**src/rtl/dbg_sysctl_pkg.sv**
```systemverilog
package dbg_sysctl_pkg;

   typedef enum logic [1:0] {
      REG_ID   = 2'd0,
      REG_RST  = 2'd1,
      REG_INFO = 2'd2,
      REG_NONE = 2'd3
   } reg_kind_e;

   localparam int unsigned ID_WORDS  = 4;
   localparam int unsigned RST_WORD  = 4;
   localparam int unsigned INFO_BASE = 5;

   function automatic int unsigned idx_width(input int unsigned n);
      return (n <= 1) ? 1 : $clog2(n);
   endfunction

endpackage

```
**src/rtl/dbg_sysctl_decode.sv**
```systemverilog
module dbg_sysctl_decode
   import dbg_sysctl_pkg::*;
#(
   parameter int unsigned ADDR_W   = 8,
   parameter int unsigned NUM_INFO = 2,
   parameter int unsigned IDX_W    = 1
) (
   input  logic [ADDR_W-1:0] addr,
   output reg_kind_e         kind,
   output logic [IDX_W-1:0]  info_idx
);

   localparam logic [31:0] INFO_END = 32'(INFO_BASE + NUM_INFO);

   logic [31:0] a32;
   logic [31:0] rel;

   assign a32 = 32'(addr);
   assign rel = a32 - 32'(INFO_BASE);

   always_comb begin
      info_idx = '0;
      if (a32 < 32'(ID_WORDS)) begin
         kind = REG_ID;
      end else if (a32 == 32'(RST_WORD)) begin
         kind = REG_RST;
      end else if (a32 < INFO_END) begin
         kind     = REG_INFO;
         info_idx = rel[IDX_W-1:0];
      end else begin
         kind = REG_NONE;
      end
   end

   logic unused_rel_hi;
   assign unused_rel_hi = ^rel;

endmodule

```
**src/rtl/dbg_sysctl_rdmux.sv**
```systemverilog
module dbg_sysctl_rdmux
   import dbg_sysctl_pkg::*;
#(
   parameter int unsigned DATA_W   = 32,
   parameter int unsigned NUM_INFO = 2,
   parameter int unsigned IDX_W    = 1,
   parameter logic [DATA_W-1:0] TYPE_WORD    = '0,
   parameter logic [DATA_W-1:0] VENDOR_WORD  = '0,
   parameter logic [DATA_W-1:0] ID_WORD      = '0,
   parameter logic [DATA_W-1:0] VERSION_WORD = '0,
   parameter logic [NUM_INFO*DATA_W-1:0] INFO_WORDS = '0
) (
   input  reg_kind_e         kind,
   input  logic [1:0]        id_sel,
   input  logic [IDX_W-1:0]  info_idx,
   input  logic [1:0]        rst_state,
   output logic [DATA_W-1:0] rdata
);

   logic [DATA_W-1:0] info_arr [NUM_INFO];

   for (genvar g = 0; g < NUM_INFO; g++) begin : g_info
      assign info_arr[g] = INFO_WORDS[g*DATA_W +: DATA_W];
   end

   logic [DATA_W-1:0] id_word;
   always_comb begin
      unique case (id_sel)
         2'd0:    id_word = TYPE_WORD;
         2'd1:    id_word = VENDOR_WORD;
         2'd2:    id_word = ID_WORD;
         default: id_word = VERSION_WORD;
      endcase
   end

   logic [DATA_W-1:0] info_word;
   if (NUM_INFO == 1) begin : g_one_info
      assign info_word = info_arr[0];
      logic unused_idx;
      assign unused_idx = ^info_idx;
   end else begin : g_many_info
      always_comb begin
         info_word = '0;
         if (32'(info_idx) < 32'(NUM_INFO)) info_word = info_arr[info_idx];
      end
   end

   always_comb begin
      unique case (kind)
         REG_ID:   rdata = id_word;
         REG_RST:  rdata = {{(DATA_W-2){1'b0}}, rst_state};
         REG_INFO: rdata = info_word;
         default:  rdata = '0;
      endcase
   end

endmodule

```
**src/rtl/dbg_sysctl_rstreg.sv**
```systemverilog
module dbg_sysctl_rstreg (
   input  logic       clk,
   input  logic       rst_n,
   input  logic       wr_en,
   input  logic [1:0] wr_bits,
   output logic [1:0] state
);

   always_ff @(posedge clk or negedge rst_n) begin
      if (!rst_n)     state <= 2'b00;
      else if (wr_en) state <= wr_bits;
   end

   assert_rst_load_R3: assert property (@(posedge clk) disable iff (!rst_n)
      wr_en |=> state == $past(wr_bits));

   assert_rst_hold_R5: assert property (@(posedge clk) disable iff (!rst_n)
      !wr_en |=> $stable(state));

endmodule

```
**src/rtl/dbg_sysctl_rsp.sv**
```systemverilog
module dbg_sysctl_rsp #(
   parameter int unsigned DATA_W = 32
) (
   input  logic              clk,
   input  logic              rst_n,
   input  logic              accept,
   input  logic [DATA_W-1:0] rdata_d,
   input  logic              err_d,
   input  logic              rsp_ready,
   output logic              rsp_valid,
   output logic [DATA_W-1:0] rsp_rdata,
   output logic              rsp_err
);

   always_ff @(posedge clk or negedge rst_n) begin
      if (!rst_n) begin
         rsp_valid <= 1'b0;
         rsp_rdata <= '0;
         rsp_err   <= 1'b0;
      end else if (accept) begin
         rsp_valid <= 1'b1;
         rsp_rdata <= rdata_d;
         rsp_err   <= err_d;
      end else if (rsp_ready) begin
         rsp_valid <= 1'b0;
         rsp_err   <= 1'b0;
      end
   end

   assert_accept_R7: assert property (@(posedge clk) disable iff (!rst_n)
      accept |=> rsp_valid);

   assert_rsp_hold_R7: assert property (@(posedge clk) disable iff (!rst_n)
      (rsp_valid && !rsp_ready) |=> rsp_valid && $stable(rsp_rdata) && $stable(rsp_err));

   assert_err_zero_R6: assert property (@(posedge clk) disable iff (!rst_n)
      (rsp_valid && rsp_err) |-> rsp_rdata == '0);

endmodule

```
**src/rtl/dbg_sysctl.sv**
```systemverilog
module dbg_sysctl
   import dbg_sysctl_pkg::*;
#(
   parameter int unsigned ADDR_W   = 8,
   parameter int unsigned DATA_W   = 32,
   parameter int unsigned NUM_INFO = 2,
   parameter logic [DATA_W-1:0] TYPE_WORD    = DATA_W'(1),
   parameter logic [DATA_W-1:0] VENDOR_WORD  = DATA_W'(1),
   parameter logic [DATA_W-1:0] ID_WORD      = DATA_W'(1),
   parameter logic [DATA_W-1:0] VERSION_WORD = DATA_W'(0),
   parameter logic [NUM_INFO*DATA_W-1:0] INFO_WORDS = '0
) (
   input  logic              clk,
   input  logic              rst_n,
   input  logic              req_valid,
   output logic              req_ready,
   input  logic              req_write,
   input  logic [ADDR_W-1:0] req_addr,
   input  logic [DATA_W-1:0] req_wdata,
   output logic              rsp_valid,
   input  logic              rsp_ready,
   output logic [DATA_W-1:0] rsp_rdata,
   output logic              rsp_err,
   output logic              sys_rst_o,
   output logic              cpu_rst_o
);

   localparam int unsigned IDX_W    = idx_width(NUM_INFO);
   localparam int unsigned MAP_SIZE = INFO_BASE + NUM_INFO;

   if (DATA_W < 2) begin : g_bad_data_w
      $error("dbg_sysctl: DATA_W must be at least 2");
   end
   if (NUM_INFO < 1) begin : g_bad_num_info
      $error("dbg_sysctl: NUM_INFO must be at least 1");
   end
   if (ADDR_W < 3 || ADDR_W > 30 || MAP_SIZE > (1 << ADDR_W)) begin : g_bad_addr_w
      $error("dbg_sysctl: ADDR_W cannot hold the register map");
   end

   reg_kind_e         kind;
   logic [IDX_W-1:0]  info_idx;
   logic [1:0]        rst_state;
   logic [DATA_W-1:0] rd_word;
   logic [DATA_W-1:0] rdata_d;
   logic              accept;
   logic              rst_wr;
   logic              err_d;

   assign req_ready = !rsp_valid || rsp_ready;
   assign accept    = req_valid && req_ready;
   assign rst_wr    = accept && req_write && (kind == REG_RST);
   assign err_d     = !req_write && (kind == REG_NONE);
   assign rdata_d   = req_write ? '0 : rd_word;

   dbg_sysctl_decode #(
      .ADDR_W  (ADDR_W),
      .NUM_INFO(NUM_INFO),
      .IDX_W   (IDX_W)
   ) i_decode (
      .addr    (req_addr),
      .kind    (kind),
      .info_idx(info_idx)
   );

   dbg_sysctl_rdmux #(
      .DATA_W      (DATA_W),
      .NUM_INFO    (NUM_INFO),
      .IDX_W       (IDX_W),
      .TYPE_WORD   (TYPE_WORD),
      .VENDOR_WORD (VENDOR_WORD),
      .ID_WORD     (ID_WORD),
      .VERSION_WORD(VERSION_WORD),
      .INFO_WORDS  (INFO_WORDS)
   ) i_rdmux (
      .kind     (kind),
      .id_sel   (req_addr[1:0]),
      .info_idx (info_idx),
      .rst_state(rst_state),
      .rdata    (rd_word)
   );

   dbg_sysctl_rstreg i_rstreg (
      .clk    (clk),
      .rst_n  (rst_n),
      .wr_en  (rst_wr),
      .wr_bits(req_wdata[1:0]),
      .state  (rst_state)
   );

   dbg_sysctl_rsp #(
      .DATA_W(DATA_W)
   ) i_rsp (
      .clk      (clk),
      .rst_n    (rst_n),
      .accept   (accept),
      .rdata_d  (rdata_d),
      .err_d    (err_d),
      .rsp_ready(rsp_ready),
      .rsp_valid(rsp_valid),
      .rsp_rdata(rsp_rdata),
      .rsp_err  (rsp_err)
   );

   assign sys_rst_o = rst_state[0];
   assign cpu_rst_o = rst_state[1];

   logic unused_wdata_hi;
   assign unused_wdata_hi = ^req_wdata[DATA_W-1:2];

   assert_err_only_read_R6: assert property (@(posedge clk) disable iff (!rst_n)
      (accept && req_write) |=> !rsp_err);

   assert_err_in_rsp_R6: assert property (@(posedge clk) disable iff (!rst_n)
      rsp_err |-> rsp_valid);

endmodule

```
**config.mk**
```make
export PLATFORM = sky130hd
export DESIGN_NAME = dbg_sysctl
export DESIGN_NICKNAME = d
export VERILOG_FILES = /design/src/rtl/dbg_sysctl_pkg.sv /design/src/rtl/dbg_sysctl_decode.sv /design/src/rtl/dbg_sysctl_rdmux.sv /design/src/rtl/dbg_sysctl_rstreg.sv /design/src/rtl/dbg_sysctl_rsp.sv /design/src/rtl/dbg_sysctl.sv
export SDC_FILE = /design/constraint.sdc
export NUM_CORES = 1
export LEC_CHECK = 0
export BUFFER_PORTS_ARGS = -buffer_cell sky130_fd_sc_hd__buf_2
export CAP_MARGIN = 10
export CORE_MARGIN = 4
export CORE_UTILIZATION = 30
export CTS_BUF_LIST = sky130_fd_sc_hd__clkbuf_4 sky130_fd_sc_hd__clkbuf_8
export CTS_CLUSTER_SIZE = 24
export DETAILED_ROUTE_END_ITERATION = 8
export PLACE_DENSITY_LB_ADDON = 0.2
export SYNTH_ARGS = -nofsm -noshare
export SYNTH_HDL_FRONTEND = slang
export SYNTH_HIERARCHICAL = 1
export SYNTH_SLANG_ARGS = --single-unit
```
**constraint.sdc**
```tcl
create_clock -name clk -period 1.7 [get_ports clk]
set_clock_uncertainty 0.1 [all_clocks]
set_input_delay 0.34 -clock clk [delete_from_list [all_inputs] [get_ports clk]]
set_output_delay 0.34 -clock clk [all_outputs]
set_load 0.01 [all_outputs]
```
==> impl_metrics.py, run 1 <==
metrics = {
    "critical_path": {
        "r2r_start": "i_rsp/rsp_valid",
        "cp_slowest_cell": "o311ai_2",
        "crit_required_ns": 1.77,
        "path_delay_family": "simple AND/OR/NAND/NOR gates",
        "worstSetupEndpointType": "flip-flop",
        "r2r_cells": 4,
        "critPathBufInv": 2,
        "reg2reg_to": "i_rsp/rsp_rdata[22]",
        "worstSetupPathType": "in -> reg",
        "rrSetupSlack_ns": 0.22,
        "critical_path.cell_chain": "buf_2, buf_4, o311ai_2, nand2_1, and4bb_1, mux2_2",
        "cp-start-kind": "input pin",
        "crit_path_max_incr_delay_ns": 0.35,
        "critPathLaunch": "req_addr[3]",
        "arrival_ns": 1.67,
        "crit_cells": 6,
        "crit_end": "i_rstreg/state[1]",
        "cp_max_fo": 4,
    },
    "placed_design": {
        "place.gp.congestion": 0.649,
        "dp.cells": 291,
        "portBuffers": 51,
        "dp_hpwl_mm": 2.34,
    },
    "finish": {
        "drive_above_1_share_pct": 47.1,
        "fillers": 645,
        "fin_cells": 300,
        "mostFrequentLayoutCells": "buf_2, dfrtp_1, nor2b_1, conb_1, mux2_4",
        "nets": 267,
        "layout_commonest_cell": "buf_2",
        "antenna_cells": 0,
        "syn2layout_area_growth_pct": 19.6,
    },
    "status": {
        "status": "finished clean",
    },
    "clock_tree": {
        "cts_max_level": 2,
        "clk_latency_ns": 0.28,
        "ctsLongestPathBuffers": 2,
        "cts_setup_buffers": 0,
        "cts_tree": "built",
        "clockRootBuffer": "clkbuf_8",
        "numCtsBuffers": 5,
        "clk_pin_slew_ns": 0.07,
        "cts_num_sinks": 36,
    },
    "yosys": {
        "syn_avg_cell_area_um2": 12.6,
        "syn_area_um2": 2030,
        "syn_inst": 162,
        "yosysWarnings": 6,
    },
    "sta": {
        "finalHoldViolations": 0,
        "timing.fmax_ghz": 0.626,
        "tns_ns": 0,
        "fin_crit_sh_pct": 93.9,
        "rsz0062_at_grt": "false",
        "post-route-min-period_ns": 1.60,
        "drv_slew": 0,
        "setup_violations": 0,
    },
    "floorplanning": {
        "die_h_um": 90.3,
        "row_count": 29,
        "dieArea_um2": 8160,
        "io_pins": 82,
        "start_util_pct": 31.5,
        "die_w_um": 90.3,
        "core-area_um2": 6460,
    },
    "global_route": {
        "grt_pass1_wl_mm": 5.93,
        "grt_max_degree": 34,
        "grt_pass1_vias": 1239,
        "antenna_found_initial": 0,
        "grt-ovfl-total": 0,
        "grt_util_all_layers_pct": 9.11,
    },
    "power": {
        "p_per_area_nw_per_um2": 923,
        "peakVddDrop_v": 0.000387,
        "p_leak_nw": 1.31,
    },
    "routing": {
        "vias_per_cell": 3.91,
        "drtIter0Drc": 7,
        "vias": 1174,
        "drc_errors": 0,
        "routedWlPerCell_um": 11.6,
        "drt_wl_total_mm": 3.48,
        "drtAntennaViolNets": 0,
        "dr.pass1.iters": 4,
    },
    "hold_path": {
        "hold_class": "in -> reg",
    },
    "run": {
        "cap_violations": 0,
    },
}
## routing by layer
layer | track usage, % | share of wire, %
met4 | 4.21 | 1.8
met5 | 0 | 0
met2 | 13.9 | 44
met3 | 3.50 | 7.7
met1 | 11.4 | 47
## timing repair
action,4_1_cts,5_1_grt
setup endpoints to repair,0,1
hold endpoints to repair,17,0
resized for setup,0,1
hold buffers,1,0
## per-stage QoR
| step | total power [mW] | setup WS, ns | util, % | hold WS, ns | area, um2 |
|---|---|---|---|---|---|
| 2_1_floorplan | 1.38 | -0.0103 | - | -0.0556 | 2150 |
| 3_3_place_gp | 1.51 | -0.229 | 35.6 | 0.221 | 2300 |
| 3_5_place_dp | 1.51 | -0.211 | 35.6 | 0.225 | 2300 |
| 4_1_cts | 2.29 | 0.0977 | 37.5 | 0.176 | 2420 |
| 5_1_grt | 2.38 | 0.0378 | 37.6 | 0.187 | 2430 |
| 6_report | 2.24 | 0.104 | 37.6 | 0.187 | 2430 |
## worst min-delay path by stage
stage                            start  cells past startpoint  slack (ns)                  end
after global routing      req_wdata[1]                      2        0.19    i_rstreg/state[1]
final                     req_wdata[0]                      2        0.19    i_rstreg/state[0]
after detailed placement         rst_n                      1        0.23  i_rsp/rsp_rdata[28]
after floorplan                  rst_n                      0       -0.06        i_rsp/rsp_err
after global placement           rst_n                      1        0.22  i_rsp/rsp_rdata[28]
after CTS                 req_wdata[0]                      2        0.18    i_rstreg/state[0]
## report_power, final
group	leakage, nW	total (mW)	switching (mW)	internal [mW]
Combinational	0.787	0.479	0.210	0.269
Sequential	0.467	1.01	0.0534	0.956
Clock	0.0586	0.755	0.304	0.451
Total	1.31	2.24	0.567	1.68
## state kept, by name, summed over array words and instances, names as in the netlist
register,cells
i_rsp/rsp_rdata,32
i_rstreg/state,2
i_rsp/rsp_valid,1
i_rsp/rsp_err,1
## final cells by class
type / instances / area, um2 / share of cell area [%]
clock buffer: 6 / 76.3 / 3.14
clock inverter: 2 / 35.0 / 1.44
inverter: 4 / 15.0 / 0.618
multi-input combinational: 114 / 937 / 38.5
sequential: 36 / 901 / 37.1
tap: 77 / 96.3 / 3.96
timing repair buffer: 61 / 370 / 15.2
Power figures use the tool's default switching activity.
==> run 2: changes to the inputs <==
- CELL_PAD_IN_SITES_DETAIL_PLACEMENT: default -> 0
- CELL_PAD_IN_SITES_GLOBAL_PLACEMENT: default -> 1
==> impl_metrics.py, run 2 (synthesis results as in run 1) <==
metrics = {
    "status": {
        "status": "finished clean",
    },
    "finish": {
        "nets": 267,
        "syn2layout_area_growth_pct": 16.9,
        "multi_input_area_um2": 938,
        "layout_commonest_cell": "buf_2",
        "finalInstanceArea_um2": 2380,
        "mostFrequentLayoutCells": "buf_2, dfrtp_1, nor2b_1, conb_1, mux2_4",
        "reg_top3": "i_rsp/rsp_rdata: 32 flops, i_rstreg/state: 2 flops",
        "antenna_cells": 0,
        "regMostFlops": "i_rsp/rsp_rdata",
        "largest_reg_flops": 32,
        "seq_area_um2": 901,
        "fillers": 668,
        "drive_above_1_share_pct": 46.4,
    },
    "floorplanning": {
        "start_util_pct": 31.5,
        "core-area_um2": 6460,
        "dieArea_um2": 8160,
        "row_count": 29,
        "io_pins": 82,
        "die_w_um": 90.3,
        "die_h_um": 90.3,
    },
    "power": {
        "peakVddDrop_v": 0.000243,
        "p_clk_share_pct": 26.2,
        "internal_power_mw": 1.49,
        "p_per_area_nw_per_um2": 849,
        "p_leak_nw": 1.28,
        "switching_share_pct": 26.3,
        "finalPower_mw": 2.02,
        "share_seq_of_total_power_pct": 50.1,
        "p_comb_share_pct": 23.6,
        "p_switching_uw": 531,
    },
    "global_route": {
        "grt-ovfl-total": 0,
        "grt_max_degree": 34,
        "grt_pass1_vias": 1208,
        "grt_pass1_wl_mm": 6.07,
        "antenna_found_initial": 0,
        "grt_util_all_layers_pct": 9.38,
    },
    "sta": {
        "timing.fmax_ghz": 0.615,
        "post-route-min-period_ns": 1.63,
        "setup_violations": 0,
        "finalHoldViolations": 0,
        "drv_slew": 0,
        "fin_crit_sh_pct": 95.7,
    },
    "clock_tree": {
        "cts_num_sinks": 36,
        "cts_max_level": 2,
        "numCtsBuffers": 5,
        "clk_pin_slew_ns": 0.07,
        "cts_tree": "built",
        "clk_latency_ns": 0.27,
        "ctsLongestPathBuffers": 2,
        "cts_setup_buffers": 0,
        "clockRootBuffer": "clkbuf_8",
    },
    "critical_path": {
        "arrival_ns": 1.69,
        "cp-start-kind": "input pin",
        "r2r_cells": 4,
        "crit_path_max_incr_delay_ns": 0.39,
        "critPathLaunch": "req_addr[3]",
        "r2r_start": "i_rsp/rsp_valid",
        "reg2reg_to": "i_rsp/rsp_rdata[30]",
        "crit_end": "i_rstreg/state[0]",
        "cp_max_fo": 2,
        "cp_slowest_cell": "nor4_2",
        "rrSetupSlack_ns": 0.23,
        "crit_required_ns": 1.77,
        "worstSetupPathType": "in -> reg",
        "critical_path.cell_chain": "buf_2, nor4_2, nand3_1, and4bb_1, mux2_2",
        "worstSetupEndpointType": "flip-flop",
    },
    "placed_design": {
        "dpl_cell_area_um2": 2290,
        "dp_hpwl_mm": 2.50,
        "place.gp.congestion": 0.652,
        "portBuffers": 51,
    },
    "routing": {
        "wl_met1_mm": 1.67,
        "vias_per_cell": 3.89,
        "wl_met3_um": 238,
        "wl_met2_mm": 1.55,
        "routedWlPerCell_um": 11.8,
        "drtIter0Drc": 33,
        "dr.pass1.iters": 4,
        "drc_errors": 0,
        "drt_wl_total_mm": 3.52,
        "vias": 1155,
        "routed.top_layer": "met4",
        "drtAntennaViolNets": 0,
    },
    "hold_path": {
        "hold_class": "in -> reg",
    },
    "run": {
        "cap_violations": 0,
    },
}
-- run 2: area by class of cell --
cell class / count / area share (%)
sequential: 36 / 37.9
tap: 77 / 4.05
clock buffer: 5 / 2.89
inverter: 4 / 0.632
timing repair buffer: 61 / 15.1
multi-input combinational: 114 / 39.5
-- run 2: power groups by stage --
stage	combinational [mW]	clock, mW	sequential, mW
4_1_cts	0.483	0.563	1.01
6_report	0.477	0.529	1.01
3_3_place_gp	0.476	0	1.03
5_1_grt	0.522	0.599	1.03
3_5_place_dp	0.481	0	1.03
2_1_floorplan	0.307	0	1.07
-- run 2: critical path, delay by kind of cell --
family	cells	cell delay [ns]
mux	1	0.34
simple gates	3	0.88
buf+inv	1	0.12
-- run 2: worst min path at each step --
stage                 start                  end  depth (start not counted)
5_1_grt        req_wdata[1]    i_rstreg/state[1]                          2
2_1_floorplan         rst_n        i_rsp/rsp_err                          0
3_5_place_dp          rst_n  i_rsp/rsp_rdata[21]                          1
3_3_place_gp          rst_n  i_rsp/rsp_rdata[21]                          1
6_report       req_wdata[1]    i_rstreg/state[1]                          2
4_1_cts        req_wdata[1]    i_rstreg/state[1]                          2
-- run 2: layer usage --
layer  track usage [%]  vias up
met5                 0        -
met4              4.21        0
met3              3.58        4
met2              13.7       41
met1              12.3      527
li1                  -      583
-- run 2: through the flow --
stage / worst slack [ns] / hold slack (ns) / util, % / setup TNS, ns / instances
6_report: 0.0730 / 0.201 / 36.8 / 0 / 297
5_1_grt: -0.0225 / 0.185 / 36.8 / -0.0448 / 297
4_1_cts: 0.0839 / 0.191 / 36.7 / 0 / 297
3_5_place_dp: -0.223 / 0.143 / 35.4 / -0.807 / 291
3_3_place_gp: -0.220 / 0.148 / 35.4 / -0.787 / 291
2_1_floorplan: -0.0103 / -0.0556 / - / -0.0206 / 191
-- run 2: timing repair --
action,in CTS,in global routing
gates resized for setup,0,1
endpoints found under the setup margin,0,2
hold buffers,1,0
endpoints found under the hold margin,11,0
==> run 3: changes to the inputs <==
- ABC_AREA: default -> 1
- ABC_CLOCK_PERIOD_IN_PS: default -> 1700
==> impl_metrics.py, run 3 <==
metrics = {
    "finish": {
        "fin_cells": 431,
        "antenna_cells": 0,
        "mostFrequentLayoutCells": "nand2_1, buf_2, inv_1",
        "drive_above_1_share_pct": 25.4,
        "largest_reg_flops": 32,
        "layout_commonest_cell": "nand2_1",
        "reg_top3": "i_rsp/rsp_rdata: 32 flops, i_rstreg/state: 2 flops",
        "nets": 379,
        "fillers": 760,
        "finalInstanceArea_um2": 2370,
        "fin_util_pct": 34.9,
        "regMostFlops": "i_rsp/rsp_rdata",
        "syn2layout_area_growth_pct": 13.1,
    },
    "sta": {
        "drv_slew": 0,
        "tns_ns": 0,
        "timing.hold.ws_ns": 0.147,
        "setup_ws_ns": 0.368,
        "fin_crit_sh_pct": 78.4,
        "timing.fmax_ghz": 0.751,
        "post-route-min-period_ns": 1.33,
        "finalHoldViolations": 0,
        "rsz0062_at_grt": "false",
        "setup_violations": 0,
    },
    "global_route": {
        "antenna_found_initial": 0,
        "grt-ovfl-total": 0,
        "grt_pass1_wl_mm": 6.27,
        "grt_pass1_vias": 1388,
        "grt_max_degree": 34,
        "grt_util_all_layers_pct": 9.34,
    },
    "routing": {
        "vias_per_cell": 3.49,
        "drtAntennaViolNets": 0,
        "vias": 1504,
        "drtIter0Drc": 32,
        "dr.pass1.iters": 4,
        "drc_errors": 0,
        "routedWlPerCell_um": 8.45,
        "drt_wl_total_mm": 3.64,
    },
    "critical_path": {
        "worstSetupEndpointType": "output port",
        "cp-start-kind": "flip-flop",
        "crit_required_ns": 1.26,
        "critPathBufInv": 1,
        "crit_cells": 2,
        "r2r_cells": 6,
        "critical_path.cell_chain": "nand2_1, buf_2",
        "crit_path_max_incr_delay_ns": 0.40,
        "arrival_ns": 0.89,
        "reg2reg_to": "i_rsp/rsp_rdata[0]",
        "r2r_start": "i_rsp/rsp_valid",
        "rrSetupSlack_ns": 0.42,
        "path_delay_family": "flip-flops",
        "cp_max_fo": 3,
        "cp_slowest_cell": "dfrtp_1",
        "worstSetupPathType": "reg -> out",
    },
    "placed_design": {
        "portBuffers": 51,
        "place.gp.congestion": 0.652,
        "dp_hpwl_mm": 2.60,
        "dpl_cell_area_um2": 2270,
        "dp.cells": 422,
        "pre_cts_slack_ns": 0.169,
    },
    "hold_path": {
        "whs_path_depth": 3,
        "worstHoldStart": "req_wdata[0]",
        "hold_class": "in -> reg",
        "timing.hold.worst_endpoint": "i_rstreg/state[0]",
    },
    "floorplanning": {
        "row_count": 30,
        "dieArea_um2": 8400,
        "core-area_um2": 6790,
        "die_w_um": 91.7,
        "io_pins": 82,
        "start_util_pct": 30.9,
        "die_h_um": 91.7,
    },
    "yosys": {
        "syn_area_um2": 2100,
        "yosysWarnings": 6,
        "syn_inst": 283,
        "syn_avg_cell_area_um2": 7.42,
    },
    "power": {
        "p_leak_nw": 1.35,
        "p_per_area_nw_per_um2": 850,
        "finalPower_mw": 2.02,
        "peakVddDrop_v": 0.000247,
    },
    "clock_tree": {
        "cts_tree": "built",
        "clk_latency_ns": 0.28,
        "cts_max_level": 2,
        "cts_num_sinks": 36,
        "cts_setup_buffers": 0,
        "numCtsBuffers": 5,
        "ctsLongestPathBuffers": 2,
        "clockRootBuffer": "clkbuf_8",
        "cts_resized": 0,
        "clk_pin_slew_ns": 0.07,
    },
    "status": {
        "status": "finished clean",
    },
    "run": {
        "cap_violations": 0,
    },
}
## run 3: cell types whose count changed in the layout (fill, tap and decap cells not counted), sizes merged, moves of 3 or more
cell    before  now
nand2        3  118
nor2         3   42
inv          4   41
mux2        34    0
nor2b       30    0
buf         60   55
and2b        3    0
clkbuf       5    8
## run 3: power by group
group / switching, mW / internal, mW / total (mW) / leakage, nW
logic: 0.229 / 0.146 / 0.375 / 0.828
clock network: 0.291 / 0.362 / 0.653 / 0.0523
registers: 0.0471 / 0.942 / 0.989 / 0.471
total: 0.567 / 1.45 / 2.02 / 1.35
## run 3: layer usage
metal	wire (um)	global-route usage, %	share of wire (%)	vias to the layer above
met5	0	0	0	-
met4	65	3.77	1.8	0
met3	220	3.45	6.0	7
met2	1650	15.2	45	30
met1	1710	11.1	47	618
li1	-	-	-	849
## run 3: worst reg2reg max path: stages, from the launching register on
cell     delay, ns
dfrtp_1       0.40
nand2_1       0.08
nand2_1       0.07
inv_1         0.21
buf_4         0.24
nand2_1       0.07
nand2_1       0.06
## run 3: timing repair
action,in CTS,in global routing
setup endpoints to repair,0,0
endpoints found under the hold margin,15,0
hold buffers,1,0
## run 3: how the worst max path moves through the flow
stage / from / to / slack, ns
after floorplan: i_rsp/rsp_valid / i_rsp/rsp_rdata[21] / 0.41
after detailed placement: req_addr[7] / i_rstreg/state[1] / 0.17
after global placement: req_addr[4] / i_rstreg/state[1] / 0.17
final: i_rsp/rsp_valid / req_ready / 0.37
after CTS: i_rsp/rsp_valid / req_ready / 0.35
after global routing: i_rsp/rsp_valid / req_ready / 0.31
## run 3: final cells by class
cell class	count	area [um2]	area share [%]
sequential	36	901	38.0
multi-input combinational	194	786	33.1
inverter	41	161	6.80
timing repair buffer	56	308	13.0
tap	96	120	5.06
clock buffer	8	97.6	4.11
